$ cat config.mk
export PLATFORM = sky130hd
export DESIGN_NAME = irq_aggregator
export DESIGN_NICKNAME = d
export VERILOG_FILES = /design/src/rtl/irq_agg_pkg.sv /design/src/rtl/irq_regfile.sv /design/src/rtl/irq_ack.sv /design/src/rtl/irq_cause.sv /design/src/rtl/irq_rdmux.sv /design/src/rtl/irq_aggregator.sv
export SDC_FILE = /design/constraint.sdc
export NUM_CORES = 1
export LEC_CHECK = 0
export BUFFER_PORTS_ARGS = -buffer_cell sky130_fd_sc_hd__buf_2
export CELL_PAD_IN_SITES_DETAIL_PLACEMENT = 1
export CELL_PAD_IN_SITES_GLOBAL_PLACEMENT = 1
export CORE_MARGIN = 1.5
export CORE_UTILIZATION = 50
export DETAILED_ROUTE_END_ITERATION = 8
export GPL_TIMING_DRIVEN = 1
export PLACE_DENSITY = 0.94
export SYNTH_ARGS = -nofsm -noshare
export SYNTH_HDL_FRONTEND = slang
export SYNTH_SLANG_ARGS = --single-unit
$ cat constraint.sdc
create_clock -name clk_i -period 3.8 [get_ports clk_i]
set_input_delay 0.38 -clock clk_i [delete_from_list [all_inputs] [get_ports clk_i]]
set_output_delay 0.38 -clock clk_i [all_outputs]
set_load 0.05 [all_outputs]
$ cat src/rtl/irq_agg_pkg.sv
package irq_agg_pkg;
  localparam int DATA_W    = 8;
  localparam int OFS_W     = 18;
  localparam int NUM_CAUSE = 6;
  localparam int NUM_REG   = 8;

  localparam int C_PRI = 0;
  localparam int C_SEC = 1;
  localparam int C_SER = 2;
  localparam int C_ETH = 3;
  localparam int C_DMA = 4;
  localparam int C_NMI = 5;

  localparam int IDX_DMA0    = 0;
  localparam int IDX_BERR0   = 1;
  localparam int IDX_DMA1    = 2;
  localparam int IDX_BERR1   = 3;
  localparam int IDX_SLOT_EN = 4;
  localparam int IDX_GEN_EN  = 5;
  localparam int IDX_SLOT_ST = 6;
  localparam int IDX_GEN_ST  = 7;

  localparam logic [OFS_W-1:0] OFS_CTRL  = 18'h2A000;
  localparam logic [OFS_W-1:0] OFS_CAUSE = 18'h2A004;
  localparam logic [OFS_W-1:0] OFS_SND   = 18'h14018;

  localparam logic [DATA_W-1:0] ACK_KEEP = 8'hC0;
  localparam logic [DATA_W-1:0] SND_SET  = 8'h02;

  function automatic logic [OFS_W-1:0] reg_ofs(input int idx);
    case (idx)
      IDX_DMA0:    return 18'h2A008;
      IDX_BERR0:   return 18'h2A009;
      IDX_DMA1:    return 18'h2A00A;
      IDX_BERR1:   return 18'h2A00B;
      IDX_SLOT_EN: return 18'h26012;
      IDX_GEN_EN:  return 18'h26013;
      IDX_SLOT_ST: return 18'h26002;
      default:     return 18'h26003;
    endcase
  endfunction
endpackage

$ cat src/rtl/irq_regfile.sv
module irq_regfile
  import irq_agg_pkg::*;
#(
  parameter int ADDR_W = 18
) (
  input  logic                    clk_i,
  input  logic                    rst_ni,
  input  logic [ADDR_W-1:0]       addr_i,
  input  logic [DATA_W-1:0]       wdata_i,
  input  logic                    we_i,
  output logic [DATA_W-1:0]       ctrl_o,
  output logic [DATA_W-1:0]       regs_o [NUM_REG],
  output logic                    wr_ack_o,
  output logic                    snd_wr_o
);
  logic ctrl_hit;
  logic [DATA_W-1:0] ctrl_q;

  assign ctrl_hit = (addr_i == ADDR_W'(OFS_CTRL));
  assign snd_wr_o = we_i && (addr_i == ADDR_W'(OFS_SND));
  assign wr_ack_o = we_i && ctrl_hit && wdata_i[7];
  assign ctrl_o   = ctrl_q;

  always_ff @(posedge clk_i or negedge rst_ni) begin
    if (!rst_ni) ctrl_q <= '0;
    else if (we_i && ctrl_hit) ctrl_q <= wdata_i[7] ? (wdata_i & ACK_KEEP) : wdata_i;
  end

  for (genvar g = 0; g < NUM_REG; g++) begin : g_reg
    logic hit;
    logic [DATA_W-1:0] q;
    assign hit = (addr_i == ADDR_W'(reg_ofs(g)));
    assign regs_o[g] = q;
    if (g == IDX_DMA1) begin : g_snd
      always_ff @(posedge clk_i or negedge rst_ni) begin
        if (!rst_ni) q <= '0;
        else if (we_i && hit) q <= wdata_i;
        else if (snd_wr_o) q <= q | SND_SET;
      end
    end else begin : g_plain
      always_ff @(posedge clk_i or negedge rst_ni) begin
        if (!rst_ni) q <= '0;
        else if (we_i && hit) q <= wdata_i;
      end
    end
  end

  AST_ACK_WR_MASK: assert property (@(posedge clk_i) disable iff (!rst_ni)
    wr_ack_o |=> ctrl_q == ($past(wdata_i) & ACK_KEEP));
  AST_SND_DMA1: assert property (@(posedge clk_i) disable iff (!rst_ni)
    snd_wr_o |=> regs_o[IDX_DMA1][1]);
endmodule

$ cat src/rtl/irq_ack.sv
module irq_ack
  import irq_agg_pkg::*;
(
  input  logic [DATA_W-1:0]    ctrl_i,
  input  logic                 rd_ctrl_i,
  input  logic                 wr_ack_i,
  input  logic                 ext_ack_i,
  input  logic [DATA_W-1:0]    ext_bits_i,
  output logic [NUM_CAUSE-1:0] clr_o
);
  logic rd_ack, ext_ok;

  assign rd_ack = rd_ctrl_i && ctrl_i[7];
  assign ext_ok = ext_ack_i && ctrl_i[7] && |(ext_bits_i & ctrl_i);

  always_comb begin
    clr_o = '0;
    if (rd_ack || wr_ack_i) clr_o = '1;
    else if (ext_ok)        clr_o = ext_bits_i[NUM_CAUSE-1:0];
  end
endmodule

$ cat src/rtl/irq_cause.sv
module irq_cause
  import irq_agg_pkg::*;
(
  input  logic                 clk_i,
  input  logic                 rst_ni,
  input  logic [DATA_W-1:0]    ctrl_i,
  input  logic                 en_any_i,
  input  logic                 dma0_nz_i,
  input  logic                 dma1_nz_i,
  input  logic                 pri_req_i,
  input  logic [DATA_W-1:0]    pri_flags_i,
  input  logic                 ser_req_i,
  input  logic                 eth_req_i,
  input  logic                 dma_ch_req_i,
  input  logic                 dma_snd_req_i,
  input  logic                 snd_wr_i,
  input  logic                 nmi_req_i,
  input  logic [NUM_CAUSE-1:0] clr_i,
  output logic [NUM_CAUSE-1:0] cause_o
);
  logic force_en, flags_nz;
  logic [NUM_CAUSE-1:0] set, cause_q;

  assign force_en = ctrl_i[6];
  assign flags_nz = |pri_flags_i;

  always_comb begin
    set        = '0;
    set[C_PRI] = pri_req_i && flags_nz;
    set[C_SEC] = pri_req_i && !flags_nz && (en_any_i || force_en);
    set[C_SER] = ser_req_i;
    set[C_ETH] = eth_req_i;
    set[C_DMA] = (dma_ch_req_i && (dma0_nz_i || force_en))
               || (dma_snd_req_i && (dma1_nz_i || force_en))
               || snd_wr_i;
    set[C_NMI] = nmi_req_i;
  end

  // set wins over clear
  always_ff @(posedge clk_i or negedge rst_ni) begin
    if (!rst_ni) cause_q <= '0;
    else         cause_q <= (cause_q & ~clr_i) | set;
  end

  assign cause_o = cause_q;

  AST_NMI_SET: assert property (@(posedge clk_i) disable iff (!rst_ni)
    nmi_req_i |=> cause_q[C_NMI]);
  AST_ACK_ALL: assert property (@(posedge clk_i) disable iff (!rst_ni)
    ((&clr_i) && !pri_req_i && !ser_req_i && !eth_req_i && !dma_ch_req_i
     && !dma_snd_req_i && !snd_wr_i && !nmi_req_i) |=> cause_q == '0);
  AST_DMA_GATE: assert property (@(posedge clk_i) disable iff (!rst_ni)
    (dma_ch_req_i && !dma_snd_req_i && !snd_wr_i && !dma0_nz_i && !ctrl_i[6]
     && !cause_q[C_DMA]) |=> !cause_q[C_DMA]);
  AST_SEC_GATE: assert property (@(posedge clk_i) disable iff (!rst_ni)
    (pri_req_i && !flags_nz && !en_any_i && !ctrl_i[6] && !cause_q[C_SEC])
    |=> !cause_q[C_SEC]);
  AST_CAUSE_HOLD: assert property (@(posedge clk_i) disable iff (!rst_ni)
    (clr_i == '0) |=> ((cause_q & $past(cause_q)) == $past(cause_q)));
endmodule

$ cat src/rtl/irq_rdmux.sv
module irq_rdmux
  import irq_agg_pkg::*;
#(
  parameter int ADDR_W = 18
) (
  input  logic [ADDR_W-1:0]    addr_i,
  input  logic [DATA_W-1:0]    ctrl_i,
  input  logic [DATA_W-1:0]    regs_i [NUM_REG],
  input  logic [NUM_CAUSE-1:0] cause_i,
  output logic [DATA_W-1:0]    rdata_o
);
  always_comb begin
    rdata_o = '0;
    if (addr_i == ADDR_W'(OFS_CTRL))  rdata_o = ctrl_i;
    if (addr_i == ADDR_W'(OFS_CAUSE)) rdata_o = DATA_W'(cause_i);
    for (int i = 0; i < NUM_REG; i++)
      if (addr_i == ADDR_W'(reg_ofs(i))) rdata_o = regs_i[i];
  end
endmodule

$ cat src/rtl/irq_aggregator.sv
module irq_aggregator
  import irq_agg_pkg::*;
#(
  parameter int ADDR_W = 18
) (
  input  logic              clk_i,
  input  logic              rst_ni,
  input  logic [ADDR_W-1:0] addr_i,
  input  logic [7:0]        wdata_i,
  input  logic              we_i,
  input  logic              re_i,
  output logic [7:0]        rdata_o,
  input  logic              pri_req_i,
  input  logic [7:0]        pri_flags_i,
  input  logic              ser_req_i,
  input  logic              eth_req_i,
  input  logic              dma_ch_req_i,
  input  logic              dma_snd_req_i,
  input  logic              nmi_req_i,
  input  logic              ack_i,
  input  logic [7:0]        ack_bits_i,
  output logic              cpu_irq_o
);
  logic [DATA_W-1:0]    ctrl;
  logic [DATA_W-1:0]    regs [NUM_REG];
  logic                 wr_ack, snd_wr, rd_ctrl;
  logic [NUM_CAUSE-1:0] clr, cause;

  assign rd_ctrl = re_i && (addr_i == ADDR_W'(OFS_CTRL));

  irq_regfile #(.ADDR_W(ADDR_W)) u_regs (
    .clk_i, .rst_ni, .addr_i, .wdata_i, .we_i,
    .ctrl_o(ctrl), .regs_o(regs), .wr_ack_o(wr_ack), .snd_wr_o(snd_wr)
  );

  irq_ack u_ack (
    .ctrl_i(ctrl), .rd_ctrl_i(rd_ctrl), .wr_ack_i(wr_ack),
    .ext_ack_i(ack_i), .ext_bits_i(ack_bits_i), .clr_o(clr)
  );

  irq_cause u_cause (
    .clk_i, .rst_ni, .ctrl_i(ctrl),
    .en_any_i(|(regs[IDX_SLOT_EN] | regs[IDX_GEN_EN])),
    .dma0_nz_i(|regs[IDX_DMA0]), .dma1_nz_i(|regs[IDX_DMA1]),
    .pri_req_i, .pri_flags_i, .ser_req_i, .eth_req_i,
    .dma_ch_req_i, .dma_snd_req_i, .snd_wr_i(snd_wr), .nmi_req_i,
    .clr_i(clr), .cause_o(cause)
  );

  irq_rdmux #(.ADDR_W(ADDR_W)) u_rd (
    .addr_i, .ctrl_i(ctrl), .regs_i(regs), .cause_i(cause), .rdata_o
  );

  assign cpu_irq_o = |cause;

  AST_RD_ACK: assert property (@(posedge clk_i) disable iff (!rst_ni)
    (rd_ctrl && ctrl[7] && !pri_req_i && !ser_req_i && !eth_req_i && !dma_ch_req_i
     && !dma_snd_req_i && !nmi_req_i && !we_i) |=> !cpu_irq_o);
  AST_EXT_NOACK: assert property (@(posedge clk_i) disable iff (!rst_ni)
    (ack_i && !ctrl[7] && !rd_ctrl && !we_i) |=> ((cause & $past(cause)) == $past(cause)));
endmodule

Yosys cells after proc, flatten, opt, wreduce, memory -nomap -nowiden:

Index checks and enable logic that the tools add are counted.

* memory bits (read-only): 0
* memory bits (writable): 0
* memories kept: 0
* output and inout bits: 9
* bits in registers: 78
* bits of input ports: 53
* latch bits: 0
* logic and storage cells: 76

* reduce and logical (&&, ||, !) cells: 34
* bitwise logic cells: 5
* shifts and indexed selects: 0
* order comparisons: 0
* div/mod/pow operators: 0
* multiplexer cells: 15
* $mul: 0
* $add $sub $neg: 0
* equality and inequality tests: 11

Operators by type and width (count)
* 18-bit == test, second input constant: 10
* 8-bit 2-to-1 mux: 12
* 8-bit OR reduction: 5
* 1-bit logical AND: 20
* 18-bit by 17-bit == test with 1-bit output, second input constant: 1
* 6-bit 2-to-1 mux: 2
* 8-bit bitwise AND: 1
* 8-bit bitwise OR: 1
* 6-bit bitwise AND: 1
* 1-bit logical OR: 6
* 6-bit NOT: 1
* 6-bit bitwise OR: 1
* 6-bit OR reduction: 1
* 2-bit 2-to-1 mux: 1
* 2-bit nonzero test: 1
* 1-bit zero test: 1

Logic depth before layout (Yosys ltp):

* depth after elaboration: 11
* mapped depth: 8
* mapped depth without buffers: 5

Cells and area by module:

A second synthesis with hierarchy kept.

* cell total of the unflattened synthesis: 384
* area total of the unflattened synthesis: 4446.8 um^2

Modules (own cells, without submodules)
* irq_regfile: times used 1, seq. area each 1801.7 um^2, area each 2950.3 um^2, cells an instance 195
* irq_rdmux: times used 1, seq. area each 0.0 um^2, area each 991.0 um^2, cells an instance 124
* irq_cause: times used 1, seq. area each 150.1 um^2, area each 251.5 um^2, cells an instance 25
* irq_aggregator: times used 1, seq. area each 0.0 um^2, area each 147.6 um^2, cells an instance 21
* irq_ack: times used 1, seq. area each 0.0 um^2, area each 106.4 um^2, cells an instance 19

Least setup slack after synthesis:

OpenSTA, ideal clock, no wires.

* path type: input -> output
* from: input port addr_i[11]
* to: output port rdata_o[7]
* path buffers: 2
* data required time: 3.420 ns
* slack: 0.841 ns
* stages: 7
* data arrival time: 2.579 ns
* cell sequence: nor4_4 -> and3_1 -> buf_4 -> and2_4 -> buf_6 -> a221oi_1 -> o32ai_1

* cells in the longest elaborated chain, start to end: 11
* elaborated cells on any way between the ends: 20
* classes of those cells: eq/ne: 10; mux: 10

RTL lines
* start, declared: line irq_aggregator.sv:8 `input logic [ADDR_W-1:0] addr_i,`
* 18-bit == test: line irq_rdmux.sv:14 `if (addr_i == ADDR_W'(OFS_CTRL)) rdata_o = ctrl_i;`
* 8-bit 2-to-1 mux: line irq_rdmux.sv:14
* 8-bit 2-to-1 mux: line irq_rdmux.sv:15 `if (addr_i == ADDR_W'(OFS_CAUSE)) rdata_o = DATA_W'(cause_i);`
* 8-bit 2-to-1 mux (7 in series): line irq_rdmux.sv:17 `if (addr_i == ADDR_W'(reg_ofs(i))) rdata_o = regs_i[i];`
* 8-bit 2-to-1 mux *: line irq_rdmux.sv:17
* end, declared: line irq_aggregator.sv:12 `output logic [7:0] rdata_o,`

Mark *: on every way between the ends. The rest lies on a longest branch, timed or not.

Worst setup path after layout:

* from: input port addr_i[4]
* to: output port rdata_o[7]

Same word-level chain as after synthesis.

==> reports/qor.yml <==
run_status: "finished, final reports clean"
timing.slew.headroom_pct: 34.8
diodes: 0
synth_top_cell_by_area: "sky130_fd_sc_hd__dfrtp_1"
areaGrowthSynthToFinish_pct: 11.0
post-dp-hpwl_mm: 9.43
finalWorstPathRequiredPeriod_ns: 3.18
layout_commonest_cell: "sky130_fd_sc_hd__dfrtp_1"
nets: 480
clockPowerShare_pct: 38.3
setup-tns-final_ns: 0
vias: 3454
rr_startpoint: "u_regs.ctrl_o[6]"
relative_contribution_of_combinational_cells_to_total_power_pct: 8.1
largest_family_of_logic_cells_by_synthesized_area: "multiplexers"
ctsHtreeMaxLevel: 3
cts_made_buffers: 9
drt_drc_violations_left: 0
clk_path_buf_depth: 2
std_cell_rows: 34
insertion_delay_ns: 0.36
worstReg2RegEnd: "u_cause.cause_o[0]"
antenna_found_initial: 0
crit_fanout: 25
worstPathArrival_ns: 2.80
synth_async_sr_flop_share_pct: 100
synth_adder_area_share_pct: 0
first_global_vias: 3668
die_h_um: 97.6
setup_viol: 0
max_slew.worst_pin.slew_ns: 0.979
worst_ir_drop_vdd_mv: 0.171
clk_pin_slew_ns: 0.09
post_synth_mux_area_share_pct: 24.8
postCtsHoldBufs: 0
share_of_cells_above_drive_strength_1_pct: 30.3
timing.reg2reg.setup_slack_ns: 2.14
startpoint: "addr_i[4]"
area_share_of_the_largest_cell_type_after_synthesis_pct: 43.6
die_w_um: 97.6
cts_repair_resize_count: 0
fillCellCount: 943
fp.dieArea_sq_mm: 0.00952
floorplan_core_area_sq_mm: 0.00868
cap_violations: 0
internal_power_mw: 1.13
synthXorXnorAreaFrac_pct: 0
ys_dominant_reg_cell: "sky130_fd_sc_hd__dfrtp_1"
drtAntennaViolNets: 0
synth.cell_area_sq_mm: 0.00447
setup_repair_after_global_routing_missed_its_margin: "false"
worst_ep_required_time_ns: 3.42
postLayoutCoreUtil_pct: 57.2
synth_compound_gate_area_share_pct: 11.0
syn-num-nets: 430
cts_sinks: 78
global_route_wire_length_before_repair_mm: 21.0
register_area_share_after_synthesis_pct: 43.6
grt_max_degree: 79
gp_congestion: 0.933
dr.first_iter.drc_count: 187
cp-start-kind: "input pin"
critical_path.endpoint_type: "output port"
yosys_warnings: 0
timing.final.hold_violations: 0
layout_common_cells: "sky130_fd_sc_hd__dfrtp_1 (78), sky130_fd_sc_hd__buf_2 (60), sky130_fd_sc_hd__mux2_1 (40)"
switching_power_as_a_share_of_total_power_pct: 27.3
leakagePower_nw: 2.38
final_max_slew_viols: 0
vias_per_cell: 6.40
grt_util_all_layers_pct: 28.9
fmax_mhz: 314
root_buffer: "sky130_fd_sc_hd__clkbuf_8"
maximum_clock_skew_at_final_layout_ns: 0.00763
rr_worst_depth: 4
detail_route.wl_per_cell_um: 24.4
ys_top_cells_by_area: "sky130_fd_sc_hd__dfrtp_1 (44%), sky130_fd_sc_hd__mux2_4 (11%), sky130_fd_sc_hd__mux2_1 (10%)"
drt_wl_total_mm: 13.2
cts_tree: "yes"
critical_path_class: "input pin to output port"
synth.distinct_cells: 57
ioPinCount: 62
synth_enable_flop_cells: 0
post_cts_buffers: 0
synth-seq-cells: 78
final_period_utilization_pct: 83.8
start_util_pct: 51.5
detail_route.first_pass.iterations: 4
power_density_mw_per_mm2: 312
grt.overflow.total: 0
min-delay-path-class: "input pin to async pin"
postSynthAreaPerCell_sq_um: 11.9
numPortBuffers: 61
p_sw_mw: 0.422
p_seq_share_pct: 53.6
synth_simple_gate_area_share_pct: 17.2
synth_cells: 377
==> layer usage <==
layer  wire, um  up-vias  share of wire [%]  GRT usage (%)
li1           -     1525                  -              -
met1       5530     1767                 42           38.4
met2       6400      128                 49           47.1
met3        799       34                6.1           5.61
met4        426        0                3.2           10.9
met5          0        -                  0              0
==> sequential cells by signal (all words and copies together), names as in the netlist <==
name,cells
u_regs.ctrl_o,8
u_cause.cause_o,6
u_regs.g.q,64
==> final cells by class <==
class | instances | area (sq um) | area share [%]
Multi-Input combinational cell | 274 | 2370 | 47.8
Sequential cell | 78 | 1950 | 39.3
Timing Repair Buffer | 62 | 315 | 6.35
Clock buffer | 10 | 138 | 2.77
Tap cell | 108 | 135 | 2.72
Clock inverter | 6 | 45.0 | 0.907
Inverter | 2 | 7.51 | 0.151
==> cells by family (layout without fill, tap and decap cells) <==
group	after synthesis	in the layout
and+or+nand+nor	115	115
buffers and inverters	25	80
muxes	89	89
AOI/OAI and AO/OA	70	70
DFF	78	78
==> cell usage after synthesis (5+ instances only) <==
cell / count
sky130_fd_sc_hd__buf_2: 12
sky130_fd_sc_hd__clkbuf_1: 5
sky130_fd_sc_hd__mux2_1: 40
sky130_fd_sc_hd__nor3_1: 6
sky130_fd_sc_hd__mux2_2: 5
sky130_fd_sc_hd__a21oi_1: 6
sky130_fd_sc_hd__nand3_1: 6
sky130_fd_sc_hd__nor4_1: 13
sky130_fd_sc_hd__a22oi_1: 5
sky130_fd_sc_hd__a32o_1: 8
sky130_fd_sc_hd__o21ai_1: 9
sky130_fd_sc_hd__o21bai_1: 5
sky130_fd_sc_hd__nand4_1: 6
sky130_fd_sc_hd__a221oi_1: 5
sky130_fd_sc_hd__nor2_1: 11
sky130_fd_sc_hd__nand2_1: 30
sky130_fd_sc_hd__nand2b_1: 8
sky130_fd_sc_hd__o21ai_0: 14
sky130_fd_sc_hd__dfrtp_1: 78
sky130_fd_sc_hd__mux2_4: 32
sky130_fd_sc_hd__mux2i_1: 12
==> worst max-delay path, cell delays in order <==
cell	delay [ns]
sky130_fd_sc_hd__buf_2	0.27
sky130_fd_sc_hd__nor3b_1	0.40
sky130_fd_sc_hd__nand4_1	0.51
sky130_fd_sc_hd__or3_1	0.54
sky130_fd_sc_hd__a221oi_1	0.31
sky130_fd_sc_hd__o32ai_1	0.15
sky130_fd_sc_hd__buf_2	0.23
==> power groups by stage <==
| stage | clock network (mW) | registers [mW] | logic (mW) |
|---|---|---|---|
| final | 0.593 | 0.830 | 0.126 |
| after global routing | 0.634 | 0.830 | 0.135 |
| after CTS | 0.598 | 0.830 | 0.126 |
| after detailed placement | 0 | 0.846 | 0.125 |
| after global placement | 0 | 0.846 | 0.119 |
| after floorplan | 0 | 0.847 | 0.0507 |
==> worst max path at each step <==
stage	endpoint	slack [ns]	cells past startpoint
after floorplan	rdata_o[7]	0.84	7
after global placement	rdata_o[7]	0.88	7
after detailed placement	rdata_o[7]	0.81	7
after CTS	rdata_o[7]	0.68	7
after global routing	rdata_o[7]	0.52	7
final	rdata_o[7]	0.62	7
==> per-stage QoR <==
step,total power [mW],hold slack (ns),area [sq um],setup WS (ns),cells
2_1_floorplan,0.897,0.0844,4470,0.841,377
3_3_place_gp,0.965,0.472,4780,0.880,524
3_5_place_dp,0.971,0.486,4780,0.805,524
4_1_cts,1.55,0.197,4960,0.684,540
5_1_grt,1.60,0.190,4960,0.524,540
6_report,1.55,0.163,4960,0.617,540
Power figures use the tool's default switching activity.
